`src/rtl/vid656_pkg.sv`:
```
package vid656_pkg;

    // Bytes of the code preamble ahead of the flag byte
    localparam int TRC_PRE = 3;

    typedef enum logic [1:0] {
        SYNC_HUNT,
        SYNC_LEAD,
        SYNC_ZERO1,
        SYNC_ZERO2
    } sync_st_t;

    typedef enum logic [1:0] {
        FR_IDLE,
        FR_SEEK,
        FR_RUN
    } frm_st_t;

    typedef enum logic {
        HOLD_EMPTY,
        HOLD_FULL
    } hold_st_t;

    // Decoded timing code, valid in the cycle the flag byte is on the input
    typedef struct packed {
        logic hit;
        logic f;
        logic v;
        logic h;
    } trc_t;

endpackage

```
`src/rtl/vid656_sync.sv`:
```
module vid656_sync
    import vid656_pkg::*;
#(
    parameter int BYTE_W = 8
) (
    input  logic              clk,
    input  logic              rst_n,
    input  logic [BYTE_W-1:0] din,
    output trc_t              trc,
    output logic [BYTE_W-1:0] lag_byte
);

    localparam logic [BYTE_W-1:0] ALL_ONE  = '1;
    localparam logic [BYTE_W-1:0] ALL_ZERO = '0;

    sync_st_t st, st_nx;
    logic [BYTE_W-1:0] lag [TRC_PRE];

    always_ff @(posedge clk or negedge rst_n) begin
        if (!rst_n) st <= SYNC_HUNT;
        else        st <= st_nx;
    end

    always_comb begin
        st_nx = SYNC_HUNT;
        unique case (st)
            SYNC_HUNT:  st_nx = (din == ALL_ONE) ? SYNC_LEAD : SYNC_HUNT;
            SYNC_LEAD:  st_nx = (din == ALL_ONE)  ? SYNC_LEAD  :
                                (din == ALL_ZERO) ? SYNC_ZERO1 : SYNC_HUNT;
            SYNC_ZERO1: st_nx = (din == ALL_ZERO) ? SYNC_ZERO2 :
                                (din == ALL_ONE)  ? SYNC_LEAD  : SYNC_HUNT;
            SYNC_ZERO2: st_nx = (din == ALL_ONE)  ? SYNC_LEAD  : SYNC_HUNT;
            default:    st_nx = SYNC_HUNT;
        endcase
    end

    // Flag byte: top bit set, and not a fresh preamble byte
    always_comb begin
        trc.hit = (st == SYNC_ZERO2) && din[BYTE_W-1] && (din != ALL_ONE);
        trc.f   = din[BYTE_W-2];
        trc.v   = din[BYTE_W-3];
        trc.h   = din[BYTE_W-4];
    end

    // Delay line so the packer sees the preamble's first byte when the code hits
    always_ff @(posedge clk or negedge rst_n) begin
        if (!rst_n) lag[0] <= '0;
        else        lag[0] <= din;
    end

    for (genvar g = 1; g < TRC_PRE; g++) begin : g_lag
        always_ff @(posedge clk or negedge rst_n) begin
            if (!rst_n) lag[g] <= '0;
            else        lag[g] <= lag[g-1];
        end
    end

    assign lag_byte = lag[TRC_PRE-1];

endmodule

```
`src/rtl/vid656_frm.sv`:
```
module vid656_frm
    import vid656_pkg::*;
#(
    parameter int LINE_W = 11
) (
    input  logic              clk,
    input  logic              rst_n,
    input  logic              en,
    input  trc_t              trc,
    input  logic [LINE_W-1:0] frame_lines,
    input  logic              err_clr,
    output logic              frm_start,
    output logic              pack_run,
    output logic              err,
    output logic [LINE_W-1:0] last_lines
);

    localparam logic [LINE_W-1:0] CNT_MAX = '1;
    localparam logic [LINE_W-1:0] CNT_ONE = LINE_W'(1);

    frm_st_t st, st_nx;
    logic prev_f;
    logic is_eav, boundary, compare, mismatch;
    logic [LINE_W-1:0] line_cnt;

    assign is_eav   = trc.hit && trc.h;
    assign boundary = is_eav && !trc.f && prev_f;

    // Field flag of the most recent code, tracked even while disabled
    always_ff @(posedge clk or negedge rst_n) begin
        if (!rst_n)       prev_f <= 1'b0;
        else if (trc.hit) prev_f <= trc.f;
    end

    always_ff @(posedge clk or negedge rst_n) begin
        if (!rst_n) st <= FR_IDLE;
        else        st <= st_nx;
    end

    always_comb begin
        st_nx = FR_IDLE;
        unique case (st)
            FR_IDLE: st_nx = en ? FR_SEEK : FR_IDLE;
            FR_SEEK: st_nx = !en ? FR_IDLE : (boundary ? FR_RUN : FR_SEEK);
            FR_RUN:  st_nx = en ? FR_RUN : FR_IDLE;
            default: st_nx = FR_IDLE;
        endcase
    end

    always_comb begin
        frm_start = en && boundary && (st == FR_SEEK || st == FR_RUN);
        pack_run  = en && (st == FR_RUN);
        compare   = en && boundary && (st == FR_RUN);
        mismatch  = compare && (line_cnt != frame_lines);
    end

    always_ff @(posedge clk or negedge rst_n) begin
        if (!rst_n) begin
            line_cnt <= '0;
        end else if (frm_start) begin
            line_cnt <= CNT_ONE;
        end else if (pack_run && is_eav && line_cnt != CNT_MAX) begin
            line_cnt <= line_cnt + CNT_ONE;
        end
    end

    always_ff @(posedge clk or negedge rst_n) begin
        if (!rst_n)       last_lines <= '0;
        else if (compare) last_lines <= line_cnt;
    end

    always_ff @(posedge clk or negedge rst_n) begin
        if (!rst_n)        err <= 1'b0;
        else if (mismatch) err <= 1'b1;
        else if (err_clr)  err <= 1'b0;
    end

endmodule

```
`src/rtl/vid656_pack.sv`:
```
module vid656_pack
    import vid656_pkg::*;
#(
    parameter int BYTE_W = 8,
    parameter int LANES  = 4
) (
    input  logic                    clk,
    input  logic                    rst_n,
    input  logic                    start,
    input  logic                    run,
    input  logic [BYTE_W-1:0]       byte_in,
    input  logic                    out_ready,
    input  logic                    ovf_clr,
    output logic [BYTE_W*LANES-1:0] out_data,
    output logic                    out_valid,
    output logic                    ovf_err
);

    localparam int WORD_W = BYTE_W * LANES;
    localparam int LANE_W = (LANES > 2) ? $clog2(LANES) : 1;
    localparam logic [LANE_W-1:0] LAST = LANE_W'(LANES - 1);
    localparam logic [LANE_W-1:0] ONE  = LANE_W'(1);

    logic [LANE_W-1:0] lane;
    logic [BYTE_W-1:0] acc [LANES-1];
    logic [WORD_W-1:0] word;
    logic              word_done;
    hold_st_t          hst, hst_nx;

    always_ff @(posedge clk or negedge rst_n) begin
        if (!rst_n)     lane <= '0;
        else if (start) lane <= ONE;
        else if (run)   lane <= (lane == LAST) ? '0 : lane + ONE;
        else            lane <= '0;
    end

    for (genvar g = 0; g < LANES - 1; g++) begin : g_lane
        always_ff @(posedge clk or negedge rst_n) begin
            if (!rst_n)
                acc[g] <= '0;
            else if (start && g == 0)
                acc[g] <= byte_in;
            else if (!start && run && lane == LANE_W'(g))
                acc[g] <= byte_in;
        end
        assign word[g*BYTE_W +: BYTE_W] = acc[g];
    end

    assign word[WORD_W-1 -: BYTE_W] = byte_in;
    assign word_done = run && !start && (lane == LAST);

    always_ff @(posedge clk or negedge rst_n) begin
        if (!rst_n) hst <= HOLD_EMPTY;
        else        hst <= hst_nx;
    end

    always_comb begin
        hst_nx = HOLD_EMPTY;
        unique case (hst)
            HOLD_EMPTY: hst_nx = word_done ? HOLD_FULL : HOLD_EMPTY;
            HOLD_FULL:  hst_nx = (out_ready && !word_done) ? HOLD_EMPTY : HOLD_FULL;
            default:    hst_nx = HOLD_EMPTY;
        endcase
    end

    always_ff @(posedge clk or negedge rst_n) begin
        if (!rst_n)
            out_data <= '0;
        else if (word_done && (hst == HOLD_EMPTY || out_ready))
            out_data <= word;
    end

    always_ff @(posedge clk or negedge rst_n) begin
        if (!rst_n)
            ovf_err <= 1'b0;
        else if (word_done && hst == HOLD_FULL && !out_ready)
            ovf_err <= 1'b1;
        else if (ovf_clr)
            ovf_err <= 1'b0;
    end

    assign out_valid = (hst == HOLD_FULL);

endmodule

```
`src/rtl/vid656_rx.sv`:
```
module vid656_rx
    import vid656_pkg::*;
#(
    parameter int BYTE_W = 8,
    parameter int LANES  = 4,
    parameter int LINE_W = 11
) (
    input  logic                    clk,
    input  logic                    rst_n,
    input  logic [BYTE_W-1:0]       vin_data,
    input  logic                    ctl_en,
    input  logic [LINE_W-1:0]       ctl_frame_lines,
    input  logic                    sts_ftrk_clr,
    input  logic                    sts_ovf_clr,
    output logic [BYTE_W*LANES-1:0] out_data,
    output logic                    out_valid,
    input  logic                    out_ready,
    output logic                    sts_ftrk_err,
    output logic                    sts_ovf_err,
    output logic [LINE_W-1:0]       sts_last_lines
);

    trc_t              trc;
    logic [BYTE_W-1:0] lag_byte;
    logic              frm_start;
    logic              pack_run;

    vid656_sync #(.BYTE_W(BYTE_W)) u_sync (
        .clk      (clk),
        .rst_n    (rst_n),
        .din      (vin_data),
        .trc      (trc),
        .lag_byte (lag_byte)
    );

    vid656_frm #(.LINE_W(LINE_W)) u_frm (
        .clk         (clk),
        .rst_n       (rst_n),
        .en          (ctl_en),
        .trc         (trc),
        .frame_lines (ctl_frame_lines),
        .err_clr     (sts_ftrk_clr),
        .frm_start   (frm_start),
        .pack_run    (pack_run),
        .err         (sts_ftrk_err),
        .last_lines  (sts_last_lines)
    );

    vid656_pack #(.BYTE_W(BYTE_W), .LANES(LANES)) u_pack (
        .clk       (clk),
        .rst_n     (rst_n),
        .start     (frm_start),
        .run       (pack_run),
        .byte_in   (lag_byte),
        .out_ready (out_ready),
        .ovf_clr   (sts_ovf_clr),
        .out_data  (out_data),
        .out_valid (out_valid),
        .ovf_err   (sts_ovf_err)
    );

endmodule

```
`config.mk`:
```
export PLATFORM = sky130hd
export DESIGN_NAME = vid656_rx
export DESIGN_NICKNAME = d
export VERILOG_FILES = /design/src/rtl/vid656_pkg.sv /design/src/rtl/vid656_sync.sv /design/src/rtl/vid656_frm.sv /design/src/rtl/vid656_pack.sv /design/src/rtl/vid656_rx.sv
export SDC_FILE = /design/constraint.sdc
export NUM_CORES = 1
export LEC_CHECK = 0
export BUFFER_PORTS_ARGS = -buffer_cell sky130_fd_sc_hd__buf_4
export CAP_MARGIN = 10
export CORE_ASPECT_RATIO = 0.75
export CORE_MARGIN = 1
export CORE_UTILIZATION = 30
export DETAILED_ROUTE_END_ITERATION = 6
export GPL_TIMING_DRIVEN = 0
export PLACE_DENSITY = 0.52
export SYNTH_ARGS = -nofsm -noshare
export SYNTH_HDL_FRONTEND = slang
export SYNTH_SLANG_ARGS = --single-unit
```
`constraint.sdc`:
```
create_clock -name clk -period 5.6 [get_ports clk]
set_input_delay 0.28 -clock clk [delete_from_list [all_inputs] [get_ports clk]]
set_output_delay 0.28 -clock clk [all_outputs]
set_load 0.02 [all_outputs]
```
# Yosys cells after proc, flatten, opt, wreduce, memory -nomap -nowiden
# Cells that the tools add are included.
dict set report op_classes {
  n_mux 24
  n_eq_ne 12
  n_bitwise 1
  n_addsub 2
  reduce_logical 36
}
# cell count
set op_table {}
lappend op_table {{2-to-1 mux 11 bit} 2}
lappend op_table {{logical AND 1 bit} 21}
lappend op_table {{2-to-1 mux 2 bit} 9}
lappend op_table {{2-to-1 mux 8 bit} 2}
lappend op_table {{one-hot mux 2 bit (3 select lines)} 2}
lappend op_table {{adder 11 x 1 -> 11 bit (second input constant)} 1}
lappend op_table {{!= test 11 bit} 1}
lappend op_table {{!= test 11 bit (second input constant)} 1}
lappend op_table {{== test 2 bit (second input constant)} 5}
lappend op_table {{== test 8 bit (second input constant)} 1}
lappend op_table {{zero test 8 bit} 1}
lappend op_table {{2-to-1 mux 1 bit} 8}
lappend op_table {{!= test 8 bit (second input constant)} 1}
lappend op_table {{nonzero test 2 bit} 4}
lappend op_table {{== test 2 x 1 -> 1 bit (second input constant)} 3}
lappend op_table {{zero test 2 bit} 3}
lappend op_table {{zero test 1 bit} 4}
lappend op_table {{adder 2 x 1 -> 2 bit (second input constant)} 1}
lappend op_table {{logical OR 1 bit} 2}
lappend op_table {{one-hot mux 1 bit (2 select lines)} 1}
lappend op_table {{OR reduction 2 bit} 1}
lappend op_table {{inverter 1 bit} 1}
dict set report totals {
  in_bits 25
  out_inout_bits 46
  register_bits 112
  elab_cells 91
}

# Depth between registers and ports, before layout
dict set report logic_depth {
  ltp_word 15
  ltp_mapped 8
  mapped_depth_nobuf 6
}

# By module
# A second synthesis with hierarchy kept.
dict set report unflattened {
  cells_unflattened 324
  hier_area_um2 4738.3
}
# module area_each_um2 seq_area_each_um2 cells_each n_inst
set modules_own_cells {}
lappend modules_own_cells {vid656_pack 2478.6 1501.4 139 1}
lappend modules_own_cells {vid656_frm 1408.9 650.6 132 1}
lappend modules_own_cells {vid656_sync 850.8 650.6 53 1}

# Worst setup path before layout
# Ideal clock, no wire load.
dict set report synth_timing {
  path_type {reg2reg}
  startpoint {reg u_frm.st[0]}
  endpoint {reg u_frm.line_cnt[6]}
  path_stages_with_launch 9
  period_less_slack_ns 1.776
  setup_time_ns 0.079
  n_path_buf 2
  arrival_time_ns 1.697
  slack_ns 3.824
  required_ns 5.521
  cell_sequence {dfrtp_1 -> inv_1 -> ha_1 -> and2_1 -> buf_4 -> o2111ai_4 -> buf_2 -> nor4_2 -> mux2i_1}
}
dict set report synth_between {
  elab_chain_cells 5
  elab_cells_between_ends 9
  cone_classes {eq/ne (2); mux (1); reduce/logical (6)}
}
# element line_no
set synth_rtl {}
lappend synth_rtl {{start: declaration} vid656_frm.sv:21} ;# frm_st_t st, st_nx;
lappend synth_rtl {{start signal: assignment} vid656_frm.sv:37} ;# else st <= st_nx;
lappend synth_rtl {{== test 2 bit} {vid656_frm.sv:51, vid656_frm.sv:52}}
lappend synth_rtl {{logical AND 1 bit} vid656_frm.sv:52} ;# pack_run = en && (st == FR_RUN);
lappend synth_rtl {{logical AND 1 bit (2 in series)} vid656_frm.sv:62} ;# end else if (pack_run && is_eav && line_cnt != CNT_MAX) begin
lappend synth_rtl {{nonzero test 2 bit (no line)} --}
lappend synth_rtl {{end signal: assignment} vid656_frm.sv:63} ;# line_cnt <= line_cnt + CNT_ONE;
lappend synth_rtl {{end: declaration} vid656_frm.sv:24} ;# logic [LINE_W-1:0] line_cnt;
# Parallel ways exist; a longest one is shown, timed or not.
# A chain may end at the register's enable or synchronous reset.

# Worst setup path in the final report
dict set report layout_timing {
  startpoint {reg u_frm.st[0]}
  endpoint {reg u_pack.out_data[27]}
}
dict set report layout_between {
  elab_chain_cells 7
  elab_cells_between_ends 9
  cone_classes {eq/ne (2); reduce/logical (7)}
}
# element line_no
set layout_rtl {}
lappend layout_rtl {{== test 2 x 1 -> 1 bit / == test 2 bit (equally long branches)} {vid656_frm.sv:51, vid656_frm.sv:52}}
lappend layout_rtl {{logical OR 1 bit} vid656_frm.sv:51} ;# frm_start = en && boundary && (st == FR_SEEK || st == FR_RUN);
lappend layout_rtl {{logical AND 1 bit} vid656_frm.sv:51}
lappend layout_rtl {{zero test 1 bit} vid656_pack.sv:50} ;# assign word_done = run && !start && (lane == LAST);
lappend layout_rtl {{logical AND 1 bit (*) (2 in series)} vid656_pack.sv:50}
lappend layout_rtl {{logical AND 1 bit (*)} vid656_pack.sv:69} ;# else if (word_done && (hst == HOLD_EMPTY || out_ready))
lappend layout_rtl {{end signal: assignment} vid656_pack.sv:70} ;# out_data <= word;
lappend layout_rtl {{end: declaration} vid656_pack.sv:14} ;# output logic [BYTE_W*LANES-1:0] out_data,
# Mark *: on every way between the ends. The rest lies on a longest branch, timed or not.

==> flow_metrics.tcl <==
set metrics [dict create \
    endpoint "u_pack.out_data[27]" \
    cts_root_buf "clkbuf_16" \
    internal_power_w 0.00123 \
    drtIter0Drc 123 \
    synth_warnings 0 \
    synth-xor-area-share_pct 2.12 \
    syn_area_per_cell_um2 14.4 \
    post_cts_buffers 0 \
    pwr-share-comb_pct 2.7 \
    ys_seq_area_share_pct 61.7 \
    portBuffers 70 \
    p_clk_share_pct 43.9 \
    synth_compound_area_share_pct 4.05 \
    ys_seq_elements 112 \
    antenna_found_initial 0 \
    synthTopCellsByCount "dfrtp_1 (112), mux2_2 (53), mux2_1 (15)" \
    final_area_um2 5670 \
    p_sw_w 0.000314 \
    routed_wl_mm 9.15 \
    synth.top_cell.area_share_pct 61.7 \
    grt_max_degree 60 \
    r2r_start "u_frm.st[0]" \
    timing.max_slew.rel_slack_pct 48.7 \
    yosys.area.top_type "dfrtp_1" \
    yosysMostFrequentCell "dfrtp_1" \
    seqPwrFrac_pct 53.4 \
    synth-simple-area-share_pct 8.78 \
    clk_latency_ns 0.34 \
    ys.flop_type "dfrtp_1" \
    syn-num-nets 353 \
    clockBufferDepth 2 \
    async_reset_ff_share_pct 100 \
    crit_required_ns 5.83 \
    cts_buffers 9 \
    worst_ep_arrival_time_ns 2.28 \
    gp_congestion 0.808 \
    finalCritPeriodShare_pct 36.7 \
    p_leak_nw 2.84 \
    rows 38 \
    place_inst 587 \
    synth_area_um2 4550 \
    fmax_mhz 486 \
    placed_area_um2 5350 \
    avgViaCountPerCell 4.49 \
    cts.sinks 112 \
    core-area_um2 14600 \
    cts_hold_buf 0 \
    ir_worst_vdd_mv 0.148 \
    drtPass1Iterations 4 \
    worst-path-max-fanout 10 \
    fin_crit_ns 2.06 \
    cts.clk_slew.worst_paths_ns 0.07 \
    switching_share_pct 20.4 \
    hold_path_class "in -> async" \
    synth_mux_area_share_pct 17.9 \
    startpoint "u_frm.st[0]" \
    synth_fa_ha_area_share_pct 3.30 \
    cap_viol_max_count 0 \
    die_w_um 144 \
    dp_hpwl_mm 6.64 \
    reg2reg_slack_ns 3.54 \
    end_kind "register" \
    setup_tns_ns 0 \
    timing.rr.end "u_pack.out_data[27]" \
    pin_count 71 \
    synth_edf_count 0 \
    grt_pass1_vias 2748 \
    skew_ns 0.00437 \
    vias 2705 \
    fin_nets 435 \
    fin_cells 602 \
    wire_per_inst_um 15.2 \
    ys_top_cells_by_area "dfrtp_1 (62%), mux2_2 (13%), mux2_1 (3.7%)" \
    antenna_cells 0 \
    synth_top_family_by_area "multiplexers" \
    overflow 0 \
    setup_viol 0 \
    rsz0062_at_grt "no" \
    yosysUniqueCellTypes 46 \
    setup.worst_path.class "reg -> reg" \
    area_growth_pct 24.7 \
    track_usage_pct 12.6 \
    grt_pass1_wl_mm 14.7 \
    maxSlewViolCount 0 \
    r2r_cells 7 \
    status "complete, no violations" \
    drc 0 \
    tritoncts "done" \
    htreeDepth 3 \
    die_h_um 109 \
    drive_gt1_share_pct 39.6 \
    powerDensity_nw_per_um2 272 \
    dieArea_um2 15700 \
    synthCells 316 \
    initial_core_util_pct 31.0 \
    critPathLaunchType "register" \
    cts_resized 0 \
    finalHoldViolCount 0 \
    drtAntennaViolNets 0 \
    tightest_slew_ns 0.769 \
]
critical path, cell delays in order, from the launching register on:
cell and delay, ns:
dfrtp_1 0.38, inv_1 0.07, ha_1 0.27, and3_1 0.20, nand2_2 0.10, nand4_1 0.19, buf_2 0.34, mux2_2 0.38
layer usage:
metal	routed length (um)	GRT usage [%]	vias to the layer above
met1	4750	18.4	1353
met5	0	0	-
met2	3890	18.0	51
met4	119	3.83	0
li1	-	-	1291
met3	391	3.50	10
layout make-up:
type	instances	area, um2
buffer	10	60.1
clock buffer	9	225
clock inverter	6	93.8
fill	1436	8980
inverter	10	37.5
multi-input combinational	184	1650
sequential	112	2800
tap	200	250
timing repair buffer	71	553
registers in the layout (all words and copies together), names as in the netlist:
name and count:
u_pack.lane 2, u_frm.st 2, u_frm.prev_f 1, u_frm.err 1, u_frm.line_cnt 11, u_pack.acc 24
u_pack.out_data 32, u_sync.st 2, u_sync.lag_byte 8, u_frm.last_lines 11, u_pack.ovf_err 1, u_sync.lag 16
u_pack.out_valid 1
per-stage QoR:
step | power [W] | setup slack [ns] | hold WS, ns | utilization (%)
finish | 0.00154 | 3.54 | 0.00721 | 38.7
floorplan | 0.000843 | 3.82 | -0.0156 | -
CTS | 0.00157 | 3.53 | 0.0344 | 38.7
global placement | 0.000880 | 3.56 | 0.335 | 36.3
global route | 0.00160 | 3.36 | 0.0496 | 38.7
detailed placement | 0.000883 | 3.55 | 0.335 | 36.5
power groups by stage:
stage	clock network [W]	logic, W	registers (W)
2_1_floorplan	0	0.00000642	0.000837
3_5_place_dp	0	0.0000439	0.000839
4_1_cts	0.000702	0.0000440	0.000823
3_3_place_gp	0	0.0000407	0.000839
6_report	0.000676	0.0000420	0.000823
5_1_grt	0.000729	0.0000484	0.000824
worst min-delay path by stage:
| stage | startpoint | to |
|---|---|---|
| floorplan | rst_n | u_frm.err |
| global placement | u_sync.lag[19] | u_sync.lag[11] |
| detailed placement | u_sync.lag[16] | u_sync.lag[8] |
| CTS | rst_n | u_pack.out_data[14] |
| global route | vin_data[5] | u_sync.lag[21] |
| finish | rst_n | u_pack.out_data[14] |
cells by family (layout without fill, tap and decap cells):
kind of cell / Yosys count / in the layout
buffers and inverters: 20 / 106
AO/OA/AOI/OAI: 23 / 23
flip-flops: 112 / 112
AND/OR/NAND/NOR: 65 / 65
multiplexers: 73 / 73
adder cells (fa/ha/maj): 12 / 12
XOR/XNOR: 11 / 11
placed cells by master, fill, tap and decap left out, types with 2 or more instances in the layout:
master / Yosys / routed
nand2b_1: 4 / 4
bufinv_16: 0 / 2
or4_1: 3 / 3
nor2_1: 4 / 4
mux2i_1: 5 / 5
or3_1: 2 / 2
clkbuf_16: 0 / 9
nor3b_1: 2 / 2
ha_1: 12 / 12
nand3_1: 12 / 12
and2_1: 2 / 2
dfrtp_1: 112 / 112
buf_4: 2 / 72
o21ai_0: 2 / 2
nor4_2: 3 / 3
nor4_1: 5 / 5
nand2_1: 13 / 13
a21oi_1: 5 / 5
xor2_1: 11 / 11
buf_2: 6 / 6
o31ai_1: 3 / 3
nand4_1: 3 / 3
clkinvlp_4: 0 / 3
and3_1: 3 / 3
mux2_1: 15 / 15
mux2_2: 53 / 53
nor3_1: 3 / 3
inv_1: 10 / 10
(Power assumes the default switching activity.)
